$ cat src/rtl/frame_cfg_seq.sv
module frame_cfg_seq #(
  parameter int TIME_W  = 32,
  parameter int PERIOD  = 20_000_000,
  parameter int FIELD_W = 10,
  parameter int ADDR_W  = 32,
  parameter int COL_W   = 24,
  parameter int CNT_W   = 16
) (
  input  logic                 clk,
  input  logic                 rst_n,
  input  logic                 step_valid,
  input  logic [TIME_W-1:0]    step_ns,
  input  logic [3*FIELD_W-1:0] disp_geom,
  input  logic                 disp_enable,
  input  logic                 video_out,
  input  logic                 interlace,
  input  logic [1:0]           pix_fmt,
  input  logic                 blank_req,
  input  logic [COL_W-1:0]     border_color,
  input  logic [ADDR_W-1:0]    vram_base,
  input  logic [ADDR_W-1:0]    disp_addr,
  output logic                 frame_pulse,
  output logic                 frame_en,
  output logic [ADDR_W-1:0]    start_addr,
  output logic [FIELD_W+2:0]   row_bytes,
  output logic [FIELD_W+2:0]   hres,
  output logic [FIELD_W+1:0]   vres,
  output logic [1:0]           fmt_out,
  output logic                 fmt_change,
  output logic                 blank_out,
  output logic [COL_W-1:0]     border_out,
  output logic                 slot,
  output logic [CNT_W-1:0]     frame_count,
  output logic                 scanline1,
  output logic                 scanline2,
  output logic                 retrace
);
  localparam int ACC_W  = TIME_W + 1;
  localparam int HRES_W = FIELD_W + 3;
  localparam int VRES_W = FIELD_W + 2;
  localparam logic [ACC_W-1:0] PER = ACC_W'(PERIOD);

  typedef enum logic [2:0] {S_IDLE, S_FRM, S_SL1, S_SL2, S_RT} phase_t;
  phase_t phase;

  logic [ACC_W-1:0] acc;
  logic             fire;

  assign fire = (phase == S_IDLE) && (acc >= PER);

  always_ff @(posedge clk) begin
    if (!rst_n) acc <= '0;
    else acc <= acc + (step_valid ? ACC_W'(step_ns) : '0) - (fire ? PER : '0);
  end

  always_ff @(posedge clk) begin
    if (!rst_n) phase <= S_IDLE;
    else begin
      case (phase)
        S_IDLE:  if (fire) phase <= S_FRM;
        S_FRM:   phase <= S_SL1;
        S_SL1:   phase <= S_SL2;
        S_SL2:   phase <= S_RT;
        default: phase <= S_IDLE;
      endcase
    end
  end

  assign frame_pulse = phase == S_FRM;
  assign scanline1   = phase == S_SL1;
  assign scanline2   = phase == S_SL2;
  assign retrace     = phase == S_RT;

  logic [FIELD_W-1:0] f_words, f_lines, f_mod;
  assign f_words = disp_geom[FIELD_W-1:0];
  assign f_lines = disp_geom[2*FIELD_W-1:FIELD_W];
  assign f_mod   = disp_geom[3*FIELD_W-1:2*FIELD_W];

  logic [FIELD_W:0]   words, lines, pitch_w;
  logic [FIELD_W+2:0] wx4, q24;
  logic [HRES_W-1:0]  hres_c;
  logic [VRES_W-1:0]  vres_c;
  logic               en_c, chg_c;

  assign words   = {1'b0, f_words} + (FIELD_W+1)'(1);
  assign lines   = {1'b0, f_lines} + (FIELD_W+1)'(1);
  assign pitch_w = {1'b0, f_words} + {1'b0, f_mod};
  assign wx4     = {words, 2'b00};
  assign q24     = wx4 / (FIELD_W+3)'(3);
  assign vres_c  = interlace ? {lines, 1'b0} : {1'b0, lines};
  assign en_c    = disp_enable & video_out;

  always_comb begin
    case (pix_fmt)
      2'd0, 2'd1: hres_c = {1'b0, words, 1'b0};
      2'd2:       hres_c = q24;
      default:    hres_c = {2'b00, words};
    endcase
  end

  logic              idx;
  logic [HRES_W-1:0] s_hres [2];
  logic [VRES_W-1:0] s_vres [2];
  logic [1:0]        s_fmt  [2];

  assign chg_c = (hres_c != s_hres[!idx]) || (vres_c != s_vres[!idx]) || (pix_fmt != s_fmt[!idx]);

  always_ff @(posedge clk) begin
    if (!rst_n) begin
      idx <= 1'b0;
      for (int i = 0; i < 2; i++) begin
        s_hres[i] <= '0;
        s_vres[i] <= '0;
        s_fmt[i]  <= '0;
      end
    end else if (fire) begin
      if (en_c) begin
        idx         <= !idx;
        s_hres[idx] <= hres_c;
        s_vres[idx] <= vres_c;
        s_fmt[idx]  <= pix_fmt;
      end else begin
        idx       <= 1'b0;
        s_hres[0] <= '0;
        s_vres[0] <= '0;
      end
    end
  end

  always_ff @(posedge clk) begin
    if (!rst_n) begin
      frame_en    <= 1'b0;
      start_addr  <= '0;
      row_bytes   <= '0;
      hres        <= '0;
      vres        <= '0;
      fmt_out     <= '0;
      fmt_change  <= 1'b0;
      blank_out   <= 1'b0;
      border_out  <= '0;
      slot        <= 1'b0;
      frame_count <= '0;
    end else if (fire) begin
      frame_count <= frame_count + CNT_W'(1);
      frame_en    <= en_c;
      if (en_c) begin
        start_addr <= vram_base + disp_addr;
        row_bytes  <= {pitch_w, 2'b00};
        hres       <= hres_c;
        vres       <= vres_c;
        fmt_out    <= pix_fmt;
        fmt_change <= chg_c;
        blank_out  <= blank_req;
        border_out <= border_color;
        slot       <= idx;
      end else begin
        fmt_change <= 1'b0;
        blank_out  <= 1'b0;
        slot       <= 1'b0;
      end
    end
  end


  events_onehot_chk: assert property (@(posedge clk) disable iff (!rst_n)
    $onehot0({frame_pulse, scanline1, scanline2, retrace}));

  frame_then_sl1_chk: assert property (@(posedge clk) disable iff (!rst_n)
    frame_pulse |=> scanline1);

  sl1_then_sl2_chk: assert property (@(posedge clk) disable iff (!rst_n)
    scanline1 |=> scanline2);

  sl2_then_rt_chk: assert property (@(posedge clk) disable iff (!rst_n)
    scanline2 |=> retrace);

  count_step_chk: assert property (@(posedge clk) disable iff (!rst_n)
    frame_pulse |-> (frame_count - $past(frame_count)) == CNT_W'(1));

  disabled_slot_chk: assert property (@(posedge clk) disable iff (!rst_n)
    (frame_pulse && !frame_en) |-> (!slot && !fmt_change && !blank_out));

  enabled_size_chk: assert property (@(posedge clk) disable iff (!rst_n)
    (frame_pulse && frame_en) |-> (hres != '0 && vres != '0));

  descriptor_hold_chk: assert property (@(posedge clk) disable iff (!rst_n)
    (scanline1 || scanline2 || retrace) |-> $stable(frame_count));
endmodule

$ cat config.mk
export PLATFORM = sky130hd
export DESIGN_NAME = frame_cfg_seq
export DESIGN_NICKNAME = d
export VERILOG_FILES = /design/src/rtl/frame_cfg_seq.sv
export SDC_FILE = /design/constraint.sdc
export NUM_CORES = 1
export LEC_CHECK = 0
export ABC_AREA = 1
export BUFFER_PORTS_ARGS = -buffer_cell sky130_fd_sc_hd__buf_4
export CAP_MARGIN = 20
export CORE_MARGIN = 2
export CORE_UTILIZATION = 39
export DETAILED_ROUTE_END_ITERATION = 10
export GPL_ROUTABILITY_DRIVEN = 0
export SLEW_MARGIN = 40
export SYNTH_ARGS = -nofsm -noshare
export SYNTH_HDL_FRONTEND = slang
export SYNTH_SLANG_ARGS = --single-unit
$ cat constraint.sdc
create_clock -name clk -period 6.8 [get_ports clk]
set_clock_uncertainty 0.1 [all_clocks]
set_input_delay 1.36 -clock clk [delete_from_list [all_inputs] [get_ports clk]]
set_output_delay 1.36 -clock clk [all_outputs]
set_load 0.05 [all_outputs]
# After elaboration in Yosys (flattened, before gate mapping)
# Memory sizes are Yosys's and may differ from the RTL's.
# Index checks and enable logic that the tools add are counted.
# classes
n_div	1
add_sub_neg	7
n_eq_ne	10
order_cmp	1
mux	30
bitwise	3
n_reduce_logical	11
# ops
operator	count
12-bit two-way mux	3
33-bit by 32-bit adder with 33-bit output	1
33-bit by 25-bit >= comparator with 1-bit output, second input constant	1
33-bit by 25-bit subtractor with 33-bit output	1
32-bit adder	1
32-bit two-way mux	1
13-bit two-way mux	2
13-bit case mux with 2 select lines	1
25-bit two-way mux	1
10-bit by 1-bit adder with 11-bit output, second input constant	2
1-bit two-way mux	19
16-bit by 1-bit adder with 16-bit output, second input constant	1
13-bit by 2-bit divider with 13-bit output, second input constant	1
13-bit inequality test	1
13-bit OR reduction	1
12-bit inequality test	1
3-bit case mux with 4 select lines	1
12-bit OR reduction	1
10-bit by 10-bit adder with 11-bit output	1
3-bit by 2-bit == test with 1-bit output, second input constant	2
2-bit OR reduction	2
3-bit by 1-bit == test with 1-bit output, second input constant	1
3-bit == test, second input constant	1
3-bit zero test	1
other kinds (13)	15
# word_totals
ramBits	54
word_cells	80
out_inout_bits	120
register_bits	151
in_bits	159
n_memories	3
# memory_table
name	depth	width	read_ports	rd_ports_with_merged_regs	write_ports	line	text
s_hres	2	13	1	0	2	102	logic [HRES_W-1:0] s_hres [2];
s_vres	2	12	1	0	2	103	logic [VRES_W-1:0] s_vres [2];
s_fmt	2	2	1	0	2	104	logic [1:0] s_fmt [2];

# Depth between registers and ports, before layout
# logic_depth
ltp_word	7
ltp_mapped	44
ltp_nobuf	44

# Worst setup path before layout
# No wires, ideal clock.
# synth_timing
kind	in2reg
startpoint	in disp_geom[0]
endpoint	mem s_hres[0][0] (netlist bit), data pin
required_ns	6.436
setup_ns	0.264
arrival_time_ns	4.973
setup_slack_ns	1.463
n_path_buf	0
path_stages	39
path_cell_list	ha_1 -> nand2_2 -> nor2_4 -> nand2_2 -> nand2_2 -> nand2_2 -> nor2_4 -> nand3_2 -> nand2_2 -> inv_2 -> o21ai_2 -> nand2_2 -> o21ai_2 -> nand2_2 -> o21ai_2 -> nand2_2 -> nand3_1 -> nand2_2 -> (+3 left out) -> nand3_2 -> nand3_4 -> nand2_1 -> nand2_1 -> inv_1 -> ha_1 -> inv_1 -> nand3_4 -> nand2_1 -> nand2_1 -> ha_1 -> nand2_1 -> a21oi_1 -> nand2_1 -> nand2_1 -> nand2_1 -> inv_2 -> nor2_1
# synth_lines
item	line	text
from (decl)	13	input logic [3*FIELD_W-1:0] disp_geom,
to (decl)	102	

==> results.cfg <==
[status]
status = completed

[die]
num_io_pins = 279
coreArea_mm2 = 0.0323
die_h_um = 184
fp.dieW_um = 184
start_util_pct = 39.2
dieArea_mm2 = 0.0339
rows = 66

[grt]
grt_max_degree = 88
antenna_found_initial = 0
grt_usage_pct = 20.9
grt_pass1_wl_um = 57400
grt-ovfl-total = 0
grt_pass1_vias = 11500

[sta]
slew_headroom_pct = 54.7
whs_ns = 0.361
fin_tns_setup_ns = 0
grt_setup_unrepaired = no
finalHoldViolCount = 0
report.final.slew_viol_count = 0
setup_viol = 0
worst_slew_pin_slew_ns = 0.680
fmax_ghz = 0.182
period_minus_slack_ns = 5.50
post-route-period-util_pct = 80.9

[cts]
clk_latency_ns = 0.53
clkTransAtPathRegs_ns = 0.06
cts_setup_buffers = 0
clockRootBuffer = clkbuf_16
cts.sinks = 202
htreeDepth = 1
holdBufCountCts = 0
cts.path.max_buffers = 3
cts_resized = 0
cts_buffers = 25
cts_tree = done

[synth]
synth_flop_cell = dfxtp_1
synth.cell_area_mm2 = 0.0127
synth_area_leaders = dfxtp_1 (24%), edfxtp_1 (12%), ha_1 (10%)
synthTopCellsByCount = nand2_1 (256), inv_1 (251), nor2_1 (180), a21oi_1 (170), o21ai_0 (151)
yosysWarnings = 0
synth_area_per_cell_um2 = 7.52
ys_seq_area_share_pct = 36.0
synth_most_common_cell = nand2_1
postSynthCellCount = 1684
async_reset_ff_share_pct = 0
yosysTopAreaCell = dfxtp_1
synth_edf_count = 52
synth_top_area_share_pct = 23.7
synth_cell_types = 53
ys_ff_latch = 202

[power]
power_frac_comb_pct = 47.6
total_power_mw = 5.53
irDropWorstVdd_v = 0.000195
switching_share_pct = 42.3
p_leak_nw = 7.82
p_int_mw = 3.19
p_clk_share_pct = 23.8
power.density_mw_per_mm2 = 346
switchingPower_mw = 2.34
p_seq_share_pct = 28.7

[routing]
drt_iter0_drc = 510
detail_route.first_pass.iterations = 5
drc_errors = 0
avgViaCountPerCell = 4.89
wl_um = 35300
ant_nets = 0
wl_per_cell_um = 14.7
vias = 11800

[finish]
regArea_mm2 = 0.00456
antennaDiodeCount = 0
drive_gt1_share_pct = 19.9
multi_input_area_mm2 = 0.00692
num-fill-cells = 3168
nNetsFinal = 2217
area_delta_synth_final_pct = 26.2

[setup_path]
worst-path-max-fanout = 8
arrival_ns = 5.67
path_class = primary input to register
cp_common_cell = nand2_2
cp.required_ns = 6.97
critPathMaxStageDelay_ns = 0.25
start_kind = primary input
cp-end-kind = register
crit_slowest_cell = ha_1

[place]
io_buffers = 275
dp_hpwl_um = 26600

[run]
max_cap_violations = 0

[worst_hold_path]
worst_hold_path_type = register to register
==> layout make-up <==
class	count	share of cell area, %
flip-flops and latches	202	28.5
multi-input cells	1169	43.3
clock inverters	8	0.524
clock buffers	37	4.57
repair buffers	287	13.5
well taps	442	3.46
inverters	260	6.10
==> cells by family (layout without fill, tap and decap cells) <==
group / after synthesis / in the layout / share of synthesized area (%)
AND/OR/NAND/NOR: 587 / 587 / 20.5
XOR/XNOR: 61 / 61 / 4.22
adder cells (fa/ha/maj): 113 / 113 / 11.8
multiplexers: 14 / 14 / 1.11
flip-flops: 202 / 202 / 36.0
other: 1 / 3 / 0.0296
buffers and inverters: 315 / 592 / 9.47
AO/OA/AOI/OAI: 391 / 391 / 16.9
==> flip-flops by register name, indices dropped and copies added (netlist names), 2 cells and up <==
register,count
border_out,24
acc,33
s_vres,24
fmt_out,2
hres,12
frame_count,16
row_bytes,11
s_fmt,4
start_addr,32
s_hres,24
vres,12
phase,3
==> power groups by stage <==
stage | sequential, mW | clock, mW | combinational, mW
CTS | 1.58 | 1.35 | 2.65
global route | 1.61 | 1.40 | 3.00
global placement | 1.60 | 0 | 2.62
detailed placement | 1.61 | 0 | 2.63
floorplan | 1.90 | 0 | 1.65
finish | 1.58 | 1.31 | 2.63
==> worst max-delay path, delay by kind of cell <==
family,cells,cell delay [ns]
AND/OR/NAND/NOR,32,2.79
adder cells (fa/ha/maj),3,0.65
buffers and inverters,5,0.51
AO/OA/AOI/OAI,2,0.34
==> through the flow <==
stage               area, um^2  worst slack (ns)  cells  utilization, %
CTS                      16000              1.36   2405            49.5
global route             16000             0.702   2405            49.5
global placement         15200              1.04   2360            47.0
finish                   16000              1.30   2405            49.5
floorplan                12700              1.46   1686               -
detailed placement       15200             0.801   2360            47.0
==> layout by cell type (no fill, tap or decap), types with 10 or more instances in the layout <==
cell type / instances
nand2_1: 256
nand2_2: 23
xnor2_1: 25
edfxtp_1: 52
fa_1: 10
o21a_1: 14
dfxtp_1: 150
nand3_1: 45
nor2_1: 179
inv_1: 251
ha_1: 103
clkbuf_16: 25
a21oi_1: 170
nand4_1: 17
buf_4: 286
nor3_1: 25
o21ai_0: 151
mux2i_1: 14
xor2_1: 36
==> worst paths after layout <==
path                    from              end  slack, ns  cells after the start
max             disp_geom[0]     s_hres[1][0]       1.30                     42
min          frame_count[15]  frame_count[15]       0.36                      1
max reg2reg          acc[25]          acc[31]       1.43                     32
min reg2reg  frame_count[15]  frame_count[15]       0.36                      1
==> routing by layer <==
| layer | GRT usage [%] | wire, um | up-vias |
|---|---|---|---|
| li1 | - | - | 6067 |
| met1 | 25.5 | 15500 | 5349 |
| met2 | 36.5 | 16500 | 310 |
| met3 | 5.41 | 2550 | 37 |
| met4 | 5.31 | 798 | 0 |
| met5 | 0 | 0 | - |
(Power assumes the default switching activity.)
